## config.mk

```make
export PLATFORM = sky130hd
export DESIGN_NAME = i2c_ru_top
export DESIGN_NICKNAME = d
export VERILOG_FILES = /design/src/rtl/i2c_ru_pkg.sv /design/src/rtl/i2c_ru_cfg.sv /design/src/rtl/i2c_ru_irq.sv /design/src/rtl/i2c_ru_rdmux.sv /design/src/rtl/i2c_ru_top.sv
export SDC_FILE = /design/constraint.sdc
export NUM_CORES = 1
export LEC_CHECK = 0
export BUFFER_PORTS_ARGS = -buffer_cell sky130_fd_sc_hd__buf_2
export CAP_MARGIN = 10
export CORE_UTILIZATION = 47
export CTS_CLUSTER_SIZE = 14
export DETAILED_ROUTE_END_ITERATION = 12
export GPL_TIMING_DRIVEN = 0
export PLACE_DENSITY = 0.81
export SLEW_MARGIN = 20
export SYNTH_ARGS = -nofsm -noshare
export SYNTH_HDL_FRONTEND = slang
export SYNTH_SLANG_ARGS = --single-unit
export TNS_END_PERCENT = 1
```

## constraint.sdc

```tcl
create_clock -name clk -period 2 [get_ports clk]
set_input_delay 0.3 -clock clk [delete_from_list [all_inputs] [get_ports clk]]
set_output_delay 0.3 -clock clk [all_outputs]
set_load 0.005 [all_outputs]
```

## src/rtl/i2c_ru_pkg.sv

```systemverilog
package i2c_ru_pkg;
  // register offsets (byte addresses)
  localparam int OFS_CTRL   = 'h00;
  localparam int OFS_TGT    = 'h04;
  localparam int OFS_DCMD   = 'h10;
  localparam int OFS_MSTAT  = 'h2C;
  localparam int OFS_MASK   = 'h30;
  localparam int OFS_RSTAT  = 'h34;
  localparam int OFS_CLRALL = 'h40;
  localparam int OFS_CLRABT = 'h54;
  localparam int OFS_CLRSTP = 'h60;
  localparam int OFS_EN     = 'h6C;
  localparam int OFS_TXLVL  = 'h74;
  localparam int OFS_RXLVL  = 'h78;
  localparam int OFS_ABTSRC = 'h80;
  localparam int OFS_ENSTAT = 'h9C;
  localparam int OFS_CAP    = 'hF4;

  // status bit positions
  localparam int IRQ_RXF = 2;
  localparam int IRQ_TXE = 4;
  localparam int IRQ_ABT = 6;
  localparam int IRQ_STP = 9;

  // enable register fields
  localparam int EN_BIT  = 0;
  localparam int ABT_BIT = 1;

  // writable bits of control and mask
  localparam logic [31:0] CTRL_KEEP = 32'h0000_0267;
  localparam logic [31:0] IRQ_KEEP  = (32'd1 << IRQ_RXF) | (32'd1 << IRQ_TXE) |
                                      (32'd1 << IRQ_ABT) | (32'd1 << IRQ_STP);

  // sticky event indices
  typedef enum int {EV_ABT = 0, EV_STP = 1, EV_NUM = 2} ev_idx_e;
endpackage

```

## src/rtl/i2c_ru_cfg.sv

```systemverilog
module i2c_ru_cfg
  import i2c_ru_pkg::*;
#(
  parameter int ADDR_W = 8,
  parameter int TAR_W  = 10
) (
  input  logic              clk,
  input  logic              rst_n,
  input  logic              wr,
  input  logic [ADDR_W-1:0] addr,
  input  logic [31:0]       wdata,
  input  logic              eng_en_ack,
  input  logic              abort_done,
  output logic [31:0]       ctrl_q,
  output logic [TAR_W-1:0]  tar_q,
  output logic [31:0]       mask_q,
  output logic              en_q,
  output logic              abt_q,
  output logic              en_stat_q
);
  logic [31:0]      ctrl_d, mask_d;
  logic [TAR_W-1:0] tar_d;
  logic             en_d, abt_d, en_stat_d;
  logic             wr_ctrl, wr_tgt, wr_mask, wr_en;

  assign wr_ctrl = wr && (addr == ADDR_W'(OFS_CTRL)) && !en_stat_q;
  assign wr_tgt  = wr && (addr == ADDR_W'(OFS_TGT))  && !en_stat_q;
  assign wr_mask = wr && (addr == ADDR_W'(OFS_MASK));
  assign wr_en   = wr && (addr == ADDR_W'(OFS_EN));

  always_comb begin
    ctrl_d    = ctrl_q;
    tar_d     = tar_q;
    mask_d    = mask_q;
    en_d      = en_q;
    abt_d     = abt_q;
    en_stat_d = eng_en_ack;
    if (wr_ctrl) ctrl_d = wdata & CTRL_KEEP;
    if (wr_tgt)  tar_d  = wdata[TAR_W-1:0];
    if (wr_mask) mask_d = wdata & IRQ_KEEP;
    if (abort_done) abt_d = 1'b0;
    if (wr_en) begin
      en_d  = wdata[EN_BIT];
      abt_d = wdata[EN_BIT] & wdata[ABT_BIT];
    end
  end

  always_ff @(posedge clk or negedge rst_n) begin
    if (!rst_n) begin
      ctrl_q    <= '0;
      tar_q     <= '0;
      mask_q    <= '0;
      en_q      <= 1'b0;
      abt_q     <= 1'b0;
      en_stat_q <= 1'b0;
    end else begin
      ctrl_q    <= ctrl_d;
      tar_q     <= tar_d;
      mask_q    <= mask_d;
      en_q      <= en_d;
      abt_q     <= abt_d;
      en_stat_q <= en_stat_d;
    end
  end
endmodule

```

## src/rtl/i2c_ru_irq.sv

```systemverilog
module i2c_ru_irq
  import i2c_ru_pkg::*;
#(
  parameter int SRC_W = 13
) (
  input  logic             clk,
  input  logic             rst_n,
  input  logic             ev_abort,
  input  logic             ev_stop,
  input  logic [SRC_W-1:0] abort_cause,
  input  logic             clr_abt,
  input  logic             clr_stp,
  input  logic             tx_empty_lvl,
  input  logic             rx_full_lvl,
  input  logic [31:0]      mask_q,
  output logic [31:0]      raw,
  output logic [31:0]      masked,
  output logic             irq,
  output logic [SRC_W-1:0] src_q
);
  localparam int NEV = EV_NUM;

  logic [NEV-1:0]   ev_v, clr_v, lat_q;
  logic [SRC_W-1:0] src_d;

  assign ev_v[EV_ABT]  = ev_abort;
  assign ev_v[EV_STP]  = ev_stop;
  assign clr_v[EV_ABT] = clr_abt;
  assign clr_v[EV_STP] = clr_stp;

  // one sticky flag per event; a new event beats a simultaneous clear
  for (genvar g = 0; g < NEV; g++) begin : g_lat
    logic q, d;
    assign d = (q & ~clr_v[g]) | ev_v[g];
    always_ff @(posedge clk or negedge rst_n) begin
      if (!rst_n) q <= 1'b0;
      else        q <= d;
    end
    assign lat_q[g] = q;
  end

  assign src_d = (clr_abt ? '0 : src_q) | (ev_abort ? abort_cause : '0);

  always_ff @(posedge clk or negedge rst_n) begin
    if (!rst_n) src_q <= '0;
    else        src_q <= src_d;
  end

  always_comb begin
    raw          = '0;
    raw[IRQ_RXF] = rx_full_lvl;
    raw[IRQ_TXE] = tx_empty_lvl;
    raw[IRQ_ABT] = lat_q[EV_ABT];
    raw[IRQ_STP] = lat_q[EV_STP];
  end

  assign masked = raw & mask_q;
  assign irq    = |masked;
endmodule

```

## src/rtl/i2c_ru_rdmux.sv

```systemverilog
module i2c_ru_rdmux
  import i2c_ru_pkg::*;
#(
  parameter int ADDR_W    = 8,
  parameter int TAR_W     = 10,
  parameter int LVL_W     = 8,
  parameter int SRC_W     = 13,
  parameter int TX_DEPTH  = 16,
  parameter int RX_DEPTH  = 16,
  parameter int MAX_SPEED = 1
) (
  input  logic              clk,
  input  logic              rst_n,
  input  logic              rd,
  input  logic [ADDR_W-1:0] addr,
  input  logic [31:0]       ctrl_q,
  input  logic [TAR_W-1:0]  tar_q,
  input  logic [31:0]       mask_q,
  input  logic [31:0]       raw,
  input  logic [31:0]       masked,
  input  logic              en_q,
  input  logic              abt_q,
  input  logic              en_stat_q,
  input  logic [LVL_W-1:0]  tx_level,
  input  logic [LVL_W-1:0]  rx_level,
  input  logic [SRC_W-1:0]  src_q,
  input  logic [7:0]        rx_byte,
  output logic [31:0]       rdata_q
);
  localparam logic [31:0] CAP_WORD = ((32'(MAX_SPEED) & 32'h3)  << 2) |
                                     ((32'(RX_DEPTH)  & 32'hFF) << 8) |
                                     ((32'(TX_DEPTH)  & 32'hFF) << 16);

  logic [31:0] sel, rdata_d;

  always_comb begin
    sel = '0;
    case (addr)
      ADDR_W'(OFS_CTRL):   sel = ctrl_q;
      ADDR_W'(OFS_TGT):    sel = 32'(tar_q);
      ADDR_W'(OFS_DCMD):   sel = 32'(rx_byte);
      ADDR_W'(OFS_MSTAT):  sel = masked;
      ADDR_W'(OFS_MASK):   sel = mask_q;
      ADDR_W'(OFS_RSTAT):  sel = raw;
      ADDR_W'(OFS_EN):     sel = 32'({abt_q, en_q});
      ADDR_W'(OFS_TXLVL):  sel = 32'(tx_level);
      ADDR_W'(OFS_RXLVL):  sel = 32'(rx_level);
      ADDR_W'(OFS_ABTSRC): sel = 32'(src_q);
      ADDR_W'(OFS_ENSTAT): sel = 32'(en_stat_q);
      ADDR_W'(OFS_CAP):    sel = CAP_WORD;
      default:             sel = '0;
    endcase
  end

  always_comb begin
    rdata_d = rdata_q;
    if (rd) rdata_d = sel;
  end

  always_ff @(posedge clk or negedge rst_n) begin
    if (!rst_n) rdata_q <= '0;
    else        rdata_q <= rdata_d;
  end
endmodule

```

## src/rtl/i2c_ru_top.sv

```systemverilog
module i2c_ru_top
  import i2c_ru_pkg::*;
#(
  parameter int ADDR_W    = 8,
  parameter int TAR_W     = 10,
  parameter int LVL_W     = 8,
  parameter int SRC_W     = 13,
  parameter int TX_DEPTH  = 16,
  parameter int RX_DEPTH  = 16,
  parameter int MAX_SPEED = 1
) (
  input  logic              clk,
  input  logic              rst_n,
  input  logic              reg_wr,
  input  logic              reg_rd,
  input  logic [ADDR_W-1:0] reg_addr,
  input  logic [31:0]       reg_wdata,
  output logic [31:0]       reg_rdata,
  output logic              irq,
  output logic [9:0]        ctrl_o,
  output logic [TAR_W-1:0]  target_o,
  output logic              en_req_o,
  output logic              abort_req_o,
  output logic              cmd_push_o,
  output logic [9:0]        cmd_word_o,
  output logic              rx_pop_o,
  input  logic [7:0]        rx_byte_i,
  input  logic [LVL_W-1:0]  tx_level_i,
  input  logic [LVL_W-1:0]  rx_level_i,
  input  logic              eng_en_ack_i,
  input  logic              ev_abort_i,
  input  logic [SRC_W-1:0]  abort_cause_i,
  input  logic              ev_stop_i,
  input  logic              abort_done_i
);
  logic [1:0]       rs_q;
  logic             rst_ni;
  logic [31:0]      ctrl_q, mask_q, raw, masked;
  logic [TAR_W-1:0] tar_q;
  logic [SRC_W-1:0] src_q;
  logic             en_q, abt_q, en_stat_q;
  logic             clr_abt, clr_stp, tx_empty_lvl, rx_full_lvl, en_wr;

  // asynchronous assert, synchronous release
  always_ff @(posedge clk or negedge rst_n) begin
    if (!rst_n) rs_q <= '0;
    else        rs_q <= {rs_q[0], 1'b1};
  end
  assign rst_ni = rs_q[1];

  assign clr_abt = reg_rd && ((reg_addr == ADDR_W'(OFS_CLRALL)) ||
                              (reg_addr == ADDR_W'(OFS_CLRABT)));
  assign clr_stp = reg_rd && ((reg_addr == ADDR_W'(OFS_CLRALL)) ||
                              (reg_addr == ADDR_W'(OFS_CLRSTP)));
  assign en_wr   = reg_wr && (reg_addr == ADDR_W'(OFS_EN));

  assign tx_empty_lvl = en_stat_q && (tx_level_i == '0);
  assign rx_full_lvl  = (rx_level_i == LVL_W'(RX_DEPTH));

  i2c_ru_cfg #(.ADDR_W(ADDR_W), .TAR_W(TAR_W)) u_cfg (
    .clk(clk), .rst_n(rst_ni), .wr(reg_wr), .addr(reg_addr), .wdata(reg_wdata),
    .eng_en_ack(eng_en_ack_i), .abort_done(abort_done_i),
    .ctrl_q(ctrl_q), .tar_q(tar_q), .mask_q(mask_q), .en_q(en_q),
    .abt_q(abt_q), .en_stat_q(en_stat_q)
  );

  i2c_ru_irq #(.SRC_W(SRC_W)) u_irq (
    .clk(clk), .rst_n(rst_ni), .ev_abort(ev_abort_i), .ev_stop(ev_stop_i),
    .abort_cause(abort_cause_i), .clr_abt(clr_abt), .clr_stp(clr_stp),
    .tx_empty_lvl(tx_empty_lvl), .rx_full_lvl(rx_full_lvl), .mask_q(mask_q),
    .raw(raw), .masked(masked), .irq(irq), .src_q(src_q)
  );

  i2c_ru_rdmux #(
    .ADDR_W(ADDR_W), .TAR_W(TAR_W), .LVL_W(LVL_W), .SRC_W(SRC_W),
    .TX_DEPTH(TX_DEPTH), .RX_DEPTH(RX_DEPTH), .MAX_SPEED(MAX_SPEED)
  ) u_rd (
    .clk(clk), .rst_n(rst_ni), .rd(reg_rd), .addr(reg_addr),
    .ctrl_q(ctrl_q), .tar_q(tar_q), .mask_q(mask_q), .raw(raw), .masked(masked),
    .en_q(en_q), .abt_q(abt_q), .en_stat_q(en_stat_q),
    .tx_level(tx_level_i), .rx_level(rx_level_i), .src_q(src_q),
    .rx_byte(rx_byte_i), .rdata_q(reg_rdata)
  );

  assign ctrl_o      = ctrl_q[9:0];
  assign target_o    = tar_q;
  assign en_req_o    = en_q;
  assign abort_req_o = abt_q;
  assign cmd_push_o  = reg_wr && (reg_addr == ADDR_W'(OFS_DCMD));
  assign cmd_word_o  = reg_wdata[9:0];
  assign rx_pop_o    = reg_rd && (reg_addr == ADDR_W'(OFS_DCMD));
endmodule

```

Word level (Yosys, flattened, before mapping)
Index checks and enable logic that the tools add are counted.
{"block": "word_totals", "regBits": 72, "elab_cells": 58, "output_inout_bits": 67, "input_bits": 85}
{"block": "op_classes", "muxes": 5, "n_eq_ne": 15, "n_bitwise": 9, "n_reduce_logical": 18}
{"operator": "$pmux W21 S12", "n": 1}
{"operator": "$eq A8 B7 Y1 const B", "n": 6}
{"operator": "$reduce_or A32 Y1", "n": 1}
{"operator": "$mux W13", "n": 2}
{"operator": "$eq A8 B6 Y1 const B", "n": 3}
{"operator": "$eq A8 B8 Y1 const B", "n": 3}
{"operator": "$eq A8 B5 Y1 const B", "n": 2}
{"operator": "$logic_not A8 Y1", "n": 2}
{"operator": "$or A13 B13 Y13", "n": 1}
{"operator": "$logic_and A1 B1 Y1", "n": 11}
{"operator": "$and A10 B10 Y10", "n": 1}
{"operator": "$eq A8 B3 Y1 const B", "n": 1}
{"operator": "$and A1 B1 Y1", "n": 3}
{"operator": "$logic_or A1 B1 Y1", "n": 2}
{"operator": "$mux W1", "n": 2}
{"operator": "$not A1 Y1", "n": 2}
{"operator": "$or A1 B1 Y1", "n": 2}
{"operator": "$reduce_bool A2 Y1", "n": 1}
{"operator": "$logic_not A1 Y1", "n": 1}

Logic depth before layout (Yosys ltp)
Gate-level depths: netlist of run 1.
{"block": "logic_depth", "ltp_word": 6, "ltp_mapped": 7, "mapped_depth_nobuf": 5}

Modules after synthesis
A second synthesis of run 1 with hierarchy kept.
{"block": "hier_totals", "cells_unflattened": 532, "hier_area_um2": 5185.0}
{"module": "i2c_ru_rdmux", "n_inst": 1, "area_each_um2": 2516.2, "seq_area_each_um2": 800.8, "cells_each": 291}
{"module": "i2c_ru_cfg", "n_inst": 1, "area_each_um2": 1397.6, "seq_area_each_um2": 575.6, "cells_each": 113}
{"module": "i2c_ru_irq", "n_inst": 1, "area_each_um2": 1014.7, "seq_area_each_um2": 375.4, "cells_each": 100}
{"module": "i2c_ru_top", "n_inst": 1, "area_each_um2": 256.5, "seq_area_each_um2": 50.0, "cells_each": 28}

Worst setup path after synthesis of run 1
No wires, ideal clock.
{"block": "synth_timing", "path_type": "in2reg", "start": "input reg_addr[7]", "end": "register u_cfg.tar_q[0]", "t_arrival_ps": 1548, "setup_time_ps": 125, "n_path_buf": 2, "path_slack_ps": 327, "cell_stages": 6, "required_time_ps": 1875, "path_cell_list": "clkbuf_1 nor4_1 buf_2 and2_1 nand2_2 mux2_2"}
{"block": "synth_via", "elab_chain_len": 3}
{"item": "start, declared", "line": "i2c_ru_top.sv:16", "rtl": "input logic [ADDR_W-1:0] reg_addr,"}
{"item": "$eq A8 B3 Y1", "line": "i2c_ru_cfg.sv:27", "rtl": "assign wr_tgt = wr && (addr == ADDR_W'(OFS_TGT)) && !en_stat_q;"}
{"item": "$logic_and A1 B1 Y1 (2 in series)", "line": "i2c_ru_cfg.sv:27"}
{"item": "end signal, assigned", "line": "i2c_ru_cfg.sv:58", "rtl": "tar_q <= tar_d;"}
{"item": "end, declared", "line": "i2c_ru_cfg.sv:15", "rtl": "output logic [TAR_W-1:0] tar_q,"}
Every way passes these cells.
A chain may end at the register's enable or synchronous reset.

Worst setup path after layout of run 1
{"block": "layout_timing", "start": "input reg_addr[3]", "end": "output cmd_push_o"}
{"block": "layout_via", "elab_chain_len": 2}
{"item": "$eq A8 B5 Y1", "line": "i2c_ru_top.sv:89", "rtl": "assign cmd_push_o = reg_wr && (reg_addr == ADDR_W'(OFS_DCMD));"}
{"item": "$logic_and A1 B1 Y1", "line": "i2c_ru_top.sv:89"}
{"item": "end, declared", "line": "i2c_ru_top.sv:24", "rtl": "output logic cmd_push_o,"}
Every way passes these cells.

==> impl_metrics.ini, run 1 <==
[status]
failed_checks = design-rule violations
outcome = finished with violations

[synthesis]
synthTopCellsByArea = dfrtp_1 (43%), mux2_2 (7.9%), buf_4 (7.6%), a22o_1 (5.0%), o2bb2ai_1 (2.8%)
synth_top_area_cell = dfrtp_1
syn_inst = 303
syn_area_sq_um = 3150
async_reset_ff_frac = 1.00
synth_flop_cell = dfrtp_1
synth-compound-area-share = 0.192
synth_cell_types = 57
yosys.area_share.xor_xnor = 0.00278
synth_simple_gate_area_frac = 0.182
synth.area.mux_share = 0.0849
synth_fa_ha_area_frac = 0
netlist.area_leader.share = 0.428
syn_avg_cell_area_sq_um = 10.4
synth_top_family_by_area = compound AO/OA/AOI/OAI gates
synth-seq-cells = 54
ys.warnings.count = 0
yosysMostFrequentCell = dfrtp_1
synth_edf_count = 0
synth.top_cells.by_count = dfrtp_1 (54), buf_4 (32), mux2_2 (22)
ys_seq_area_frac = 0.428

[sta]
timing.final.ws_setup_ns = 0.0705
fmax_ghz = 0.518
slew_violations = 0
period_needed_ns = 1.93
setup_viol = 0
skew_ns = 0.00938
tightestPinTransition_ns = 0.668
maxSlewHeadroom = 0.551
rsz0062_at_grt = yes
fin_crit_sh = 0.965
setup-tns-final_ns = 0
hold_violations = 0

[worst_setup_path]
critPathMaxStageDelay_ns = 0.58
crit_path_frequent_cell = buf_2
crit_path_end_kind = primary output
worstPathRequired_ns = 1.70
worst-setup-path-type = in -> out
cp_max_fo = 5
crit_arrival_ns = 1.63
crit_chain = buf_2, or4_4, nor3_4, and2_1, buf_2
cp-start-kind = input port
crit_slowest_cell = or4_4

[placed_design]
gp_congestion = 0.923
dp_hpwl_um = 7380
port_buffers = 107
pre_cts_ws_ns = -0.412
place_area_sq_um = 3890

[flow_run]
timing.max_cap.violations = 0

[global_routing]
overflow = 0
grt_usage = 0.280
grt_pass1_vias = 2886
use_met3 = 0.0574
grt_pass1_wl_um = 15300
antenna_found_initial = 0
grt_busiest_layer = met2
grt_max_degree = 32
use_met1 = 0.385
met2_usage = 0.446

[floorplan]
start_util = 0.491
die-width_um = 83.9
dieArea_sq_um = 7040
ios = 152
die_h_um = 83.9
placeableCoreArea_sq_um = 6420
rows = 29

[routing]
drtIter0Drc = 365
via_count = 2969
routed_wirelength_um = 9600
drc = 20
antenna_left = 0
wl_per_cell_um = 18.5
via_per_inst = 5.73
detailedRoute.firstPassIterationCount = 9

[layout]
final_nets = 525
final_area_sq_um = 4020
area_growth_syn_to_layout_pct = 27.4
diodes = 0
drive_gt1_frac = 0.442

[pwr]
peakVddDrop_mv = 0.353
leakagePower_nw = 2.01
power.density_nw_per_um2 = 525

[clock_network]
postCtsSetupBuffers = 0
cts_max_path_buffers = 2
cts_made_buffers = 5
clock-sinks = 54
cts_tree = done
clk_latency_ns = 0.32
htreeDepth = 2
clk_pin_slew_worst_paths_ns = 0.09
cts_root_buf = clkbuf_8

[worst_hold_path]
hp-class = in -> reg
[through the flow]
| step | util | total power, W | hold slack [ns] | cells |
|---|---|---|---|---|
| after floorplan | - | 0.00133 | 0.00441 | 324 |
| after global placement | 0.602 | 0.00148 | 0.0856 | 508 |
| after detailed placement | 0.605 | 0.00149 | 0.0865 | 509 |
| after CTS | 0.621 | 0.00211 | 0.0813 | 518 |
| after global routing | 0.626 | 0.00220 | 0.0816 | 518 |
| final | 0.626 | 0.00211 | 0.0871 | 518 |
[worst paths after layout]
kind / startpoint / to / slack (ns) / cells after the start
worst min register to register: rs_q[1] / u_cfg.tar_q[5] / 0.23 / 0
worst max register to register: u_cfg.mask_q[6] / u_rd.rdata_q[6] / 0.37 / 4
max in group asynchronous: rs_q[1] / u_irq.g_lat[1].q / 1.23 / 1
worst min-delay path: eng_en_ack_i / u_cfg.en_stat_q / 0.09 / 1
min in group asynchronous: rs_q[1] / u_cfg.tar_q[5] / 0.23 / 0
worst max-delay path: reg_addr[3] / cmd_push_o / 0.07 / 5
[cells by family after synthesis]
family	Yosys count
AO/OA/AOI/OAI	74
AND/OR/NAND/NOR	93
buffers and inverters	55
multiplexers	24
XOR/XNOR	1
other	2
flip-flops	54
[cell type report]
cell class              instances  area (sq um)
repair buffers                109           566
fillers                       564          2400
well taps                      77          96.3
multi-input cells             215          1580
flip-flops and latches         54          1350
clock inverters                 2          13.8
plain buffers                  50           323
clock buffers                   6          72.6
inverters                       5          18.8
[layout by cell type, fill, tap and decap left out, types with 8 or more instances in the layout]
master	count
buf_2	117
dfrtp_1	53
buf_4	32
conb_1	23
mux2_2	22
a22o_1	18
nand2_1	15
nand3_1	11
o2bb2ai_1	10
nor2_1	9
nand4_1	8
[sequential cells by signal, indices dropped and copies added, names as in the netlist]
signal and count:
u_irq.src_q 13, u_cfg.mask_q 4, u_cfg.abt_q 1, rs_q 2
u_cfg.en_q 1, u_rd.rdata_q 14, u_irq.g_lat.q 2, u_cfg.tar_q 10
u_cfg.en_stat_q 1, u_cfg.ctrl_q 6
[worst max-delay path, delay by kind of cell]
kind | cells | cell delay, ns
AND/OR/NAND/NOR | 3 | 1.07
buffers and inverters | 2 | 0.25
[per-layer routing]
layer	vias up	wire [um]
met5	-	0
met2	184	4320
met4	0	178
met1	1382	4230
met3	19	873
li1	1384	-
[power by group]
| group | switching [W] | internal [W] | leakage [nW] |
|---|---|---|---|
| combinational | 0.000183 | 0.000157 | 1.30 |
| sequential | 0.0000257 | 0.00111 | 0.667 |
| clock | 0.000381 | 0.000251 | 0.0456 |
| total | 0.000590 | 0.00152 | 2.01 |
[repair_timing]
item | 4_1_cts | 5_1_grt
setup endpoints to repair | 3 | 43
cloned | 0 | 0
gates resized for setup | 3 | 8
hold buffers | 1 | 0
endpoints found under the hold margin | 2 | 0
pin swaps | 1 | 0
Power figures use the tool's default switching activity.
==> run 2: changes to the inputs <==
--- a/config.mk
+++ b/config.mk
@@ -7,13 +7,14 @@
 export LEC_CHECK = 0
 export BUFFER_PORTS_ARGS = -buffer_cell sky130_fd_sc_hd__buf_2
 export CAP_MARGIN = 10
-export CORE_UTILIZATION = 47
+export CORE_UTILIZATION = 51
 export CTS_CLUSTER_SIZE = 14
 export DETAILED_ROUTE_END_ITERATION = 12
 export GPL_TIMING_DRIVEN = 0
-export PLACE_DENSITY = 0.81
+export PLACE_DENSITY = 0.79
 export SLEW_MARGIN = 20
 export SYNTH_ARGS = -nofsm -noshare
 export SYNTH_HDL_FRONTEND = slang
+export SYNTH_HIERARCHICAL = 1
 export SYNTH_SLANG_ARGS = --single-unit
 export TNS_END_PERCENT = 1
==> run 2 against run 1 <==
  * The run ends with negative setup slack left
  * Die area grew 50%
  * Wire length up 55%
  * Clock skew rose by 0.0026 ns
  * Non-clock buffer count rose by 127
  * Clock power grew 91%
  * Critical path depth decreased by 1
  * Area after synthesis up 64%
  * Setup slack lost 0.18 ns
  * Largest power group unchanged
==> impl_metrics.ini, run 2 <==
[layout]
diodes = 0
largest_register = u_rd/rdata_q
area_growth_syn_to_layout_pct = 28.7
largest_reg_flops = 32
drive_gt1_frac = 0.436
reg_top3 = u_rd/rdata_q x32, u_irq/src_q x13, u_cfg/tar_q x10
nFillCells = 833
final_nets = 865
layout_common_cells = buf_2 (135), buf_4 (127), conb_1 (111)
post-route-util = 0.679
final_common_cell = buf_2

[global_routing]
grt_max_degree = 43
antenna_found_initial = 0
grt_pass1_vias = 4501
grt_pass1_wl_um = 22700
grt_usage = 0.289
overflow = 0

[sta]
hold_violations = 0
skew_ns = 0.0120
tightestPinTransition_ns = 0.645
period_needed_ns = 2.11
fin_crit_sh = 1.06
timing.final.ws_setup_ns = -0.114
fmax_ghz = 0.473
slew_violations = 0
maxSlewHeadroom = 0.569
setup_viol = 2
rsz0062_at_grt = yes

[routing]
detailedRoute.firstPassIterationCount = 5
routed_wirelength_um = 14900
via_count = 4749
drtIter0Drc = 258
wl_per_cell_um = 16.2
via_per_inst = 5.17
drc = 0
antenna_left = 0

[worst_hold_path]
hp-class = in -> reg
min_to = u_cfg/en_stat_q
min_delay_path_depth = 1
worstHoldStart = eng_en_ack_i

[synthesis]
netlist.area_leader.share = 0.347
yosysMostFrequentCell = buf_4
ys_seq_area_frac = 0.347
synth_simple_gate_area_frac = 0.161
syn_avg_cell_area_sq_um = 9.75
synthTopCellsByArea = dfrtp_1 (35%), buf_4 (18%), a222oi_1 (4.2%), a31oi_1 (3.5%), mux2_2 (3.5%)
synth_fa_ha_area_frac = 0
synth-seq-cells = 72
async_reset_ff_frac = 1.00
synth_cell_types = 68
synth.top_cells.by_count = buf_4 (125), dfrtp_1 (72), nor2_1 (39)
synth-compound-area-share = 0.194
syn_inst = 532
synth_edf_count = 0
yosys.area_share.xor_xnor = 0.00169
synth_top_family_by_area = buffers and inverters
synth_flop_cell = dfrtp_1
synth.area.mux_share = 0.0714
syn_area_sq_um = 5180
ys.warnings.count = 6
synth_top_area_cell = dfrtp_1

[status]
outcome = finished with violations
failed_checks = negative setup slack

[clock_network]
cts_made_buffers = 9
cts_root_buf = clkbuf_8
cts_max_path_buffers = 2
clk_pin_slew_worst_paths_ns = 0.08
clk_latency_ns = 0.36
cts_tree = done
htreeDepth = 3
clock-sinks = 72

[worst_setup_path]
path_buf_inv = 1
path_delay_family = simple AND/OR/NAND/NOR gates
cp_max_fo = 3
cp-start-kind = flip-flop
critPathMaxStageDelay_ns = 0.52
crit_arrival_ns = 1.81
worstPathRequired_ns = 1.70
worst-setup-path-type = reg -> out
crit_slowest_cell = or4_4
rr_startpoint = u_cfg/en_stat_q
r2r_end = u_cfg/tar_q[9]
ff2ff_path_depth = 5
crit_chain = and4b_1, and2_4, or4_4, buf_6
r2r_slack_ns = 0.45
crit_path_end_kind = primary output

[pwr]
power.density_nw_per_um2 = 519
peakVddDrop_mv = 0.438
leakagePower_nw = 3.39
total_power_w = 0.00346

[placed_design]
pre_cts_ws_ns = -0.606
port_buffers = 125
gp_congestion = 0.919
dp_hpwl_um = 11300

[floorplan]
dieArea_sq_um = 10600
rows = 36
die-width_um = 103
start_util = 0.528
ios = 152
placeableCoreArea_sq_um = 9820
die_h_um = 103

[flow_run]
timing.max_cap.violations = 0
[run 2: layer usage]
layer,global-route usage,share of wire,vias up
met1,0.362,0.42,2304
met2,0.512,0.51,168
met5,0,0,-
met4,0.104,0.019,0
met3,0.0346,0.049,22
li1,-,-,2255
[run 2: cells by family (layout without fill, tap and decap cells)]
kind of cell / after synthesis / after routing
compound gates: 129 / 129
other cells: 3 / 111
flops: 72 / 72
mux: 30 / 30
xor+xnor: 1 / 1
simple gates: 135 / 135
buf+inv: 162 / 307
[run 2: layout make-up]
class	count	area, sq um	area share
Buffer	157	1140	0.170
Inverter	5	18.8	0.00281
Multi-Input combinational cell	406	2660	0.399
Clock buffer	9	124	0.0186
Tap cell	133	166	0.0249
Timing Repair Buffer	129	679	0.102
Clock inverter	7	78.8	0.0118
Sequential cell	72	1810	0.271
[run 2: worst max path at each step]
stage	startpoint	end	depth (start not counted)
finish	u_cfg/en_stat_q	irq	4
global route	u_cfg/en_stat_q	irq	4
CTS	u_cfg/en_stat_q	irq	4
detailed placement	reg_addr[3]	u_rd/rdata_q[0]	8
global placement	reg_addr[3]	u_rd/rdata_q[0]	8
floorplan	reg_addr[2]	u_rd/rdata_q[4]	7
[run 2: report_power, final]
part | internal, W | switching (W) | total, W
combinational | 0.000361 | 0.000321 | 0.000682
sequential | 0.00152 | 0.0000516 | 0.00157
clock | 0.000589 | 0.000618 | 0.00121
total | 0.00247 | 0.000991 | 0.00346
[run 2: stage by stage]
stage          setup TNS [ns]  hold WS (ns)  area [sq um]  cells
4_1_cts                -0.154        0.0315          6640    916
2_1_floorplan               0       0.00441          5590    640
5_1_grt                -0.208        0.0376          6670    918
3_3_place_gp            -3.95        0.0851          6380    898
6_report               -0.127        0.0490          6670    918
3_5_place_dp            -4.82        0.0868          6410    899
[run 2: timing repair]
action                                  4_1_cts  5_1_grt
setup buffers                                 0        2
pin swaps                                     0        1
endpoints found under the setup margin        8       10
gates cloned                                  0        0
hold buffers                                  1        0
hold endpoints to repair                      2        0
resized for setup                             5        5
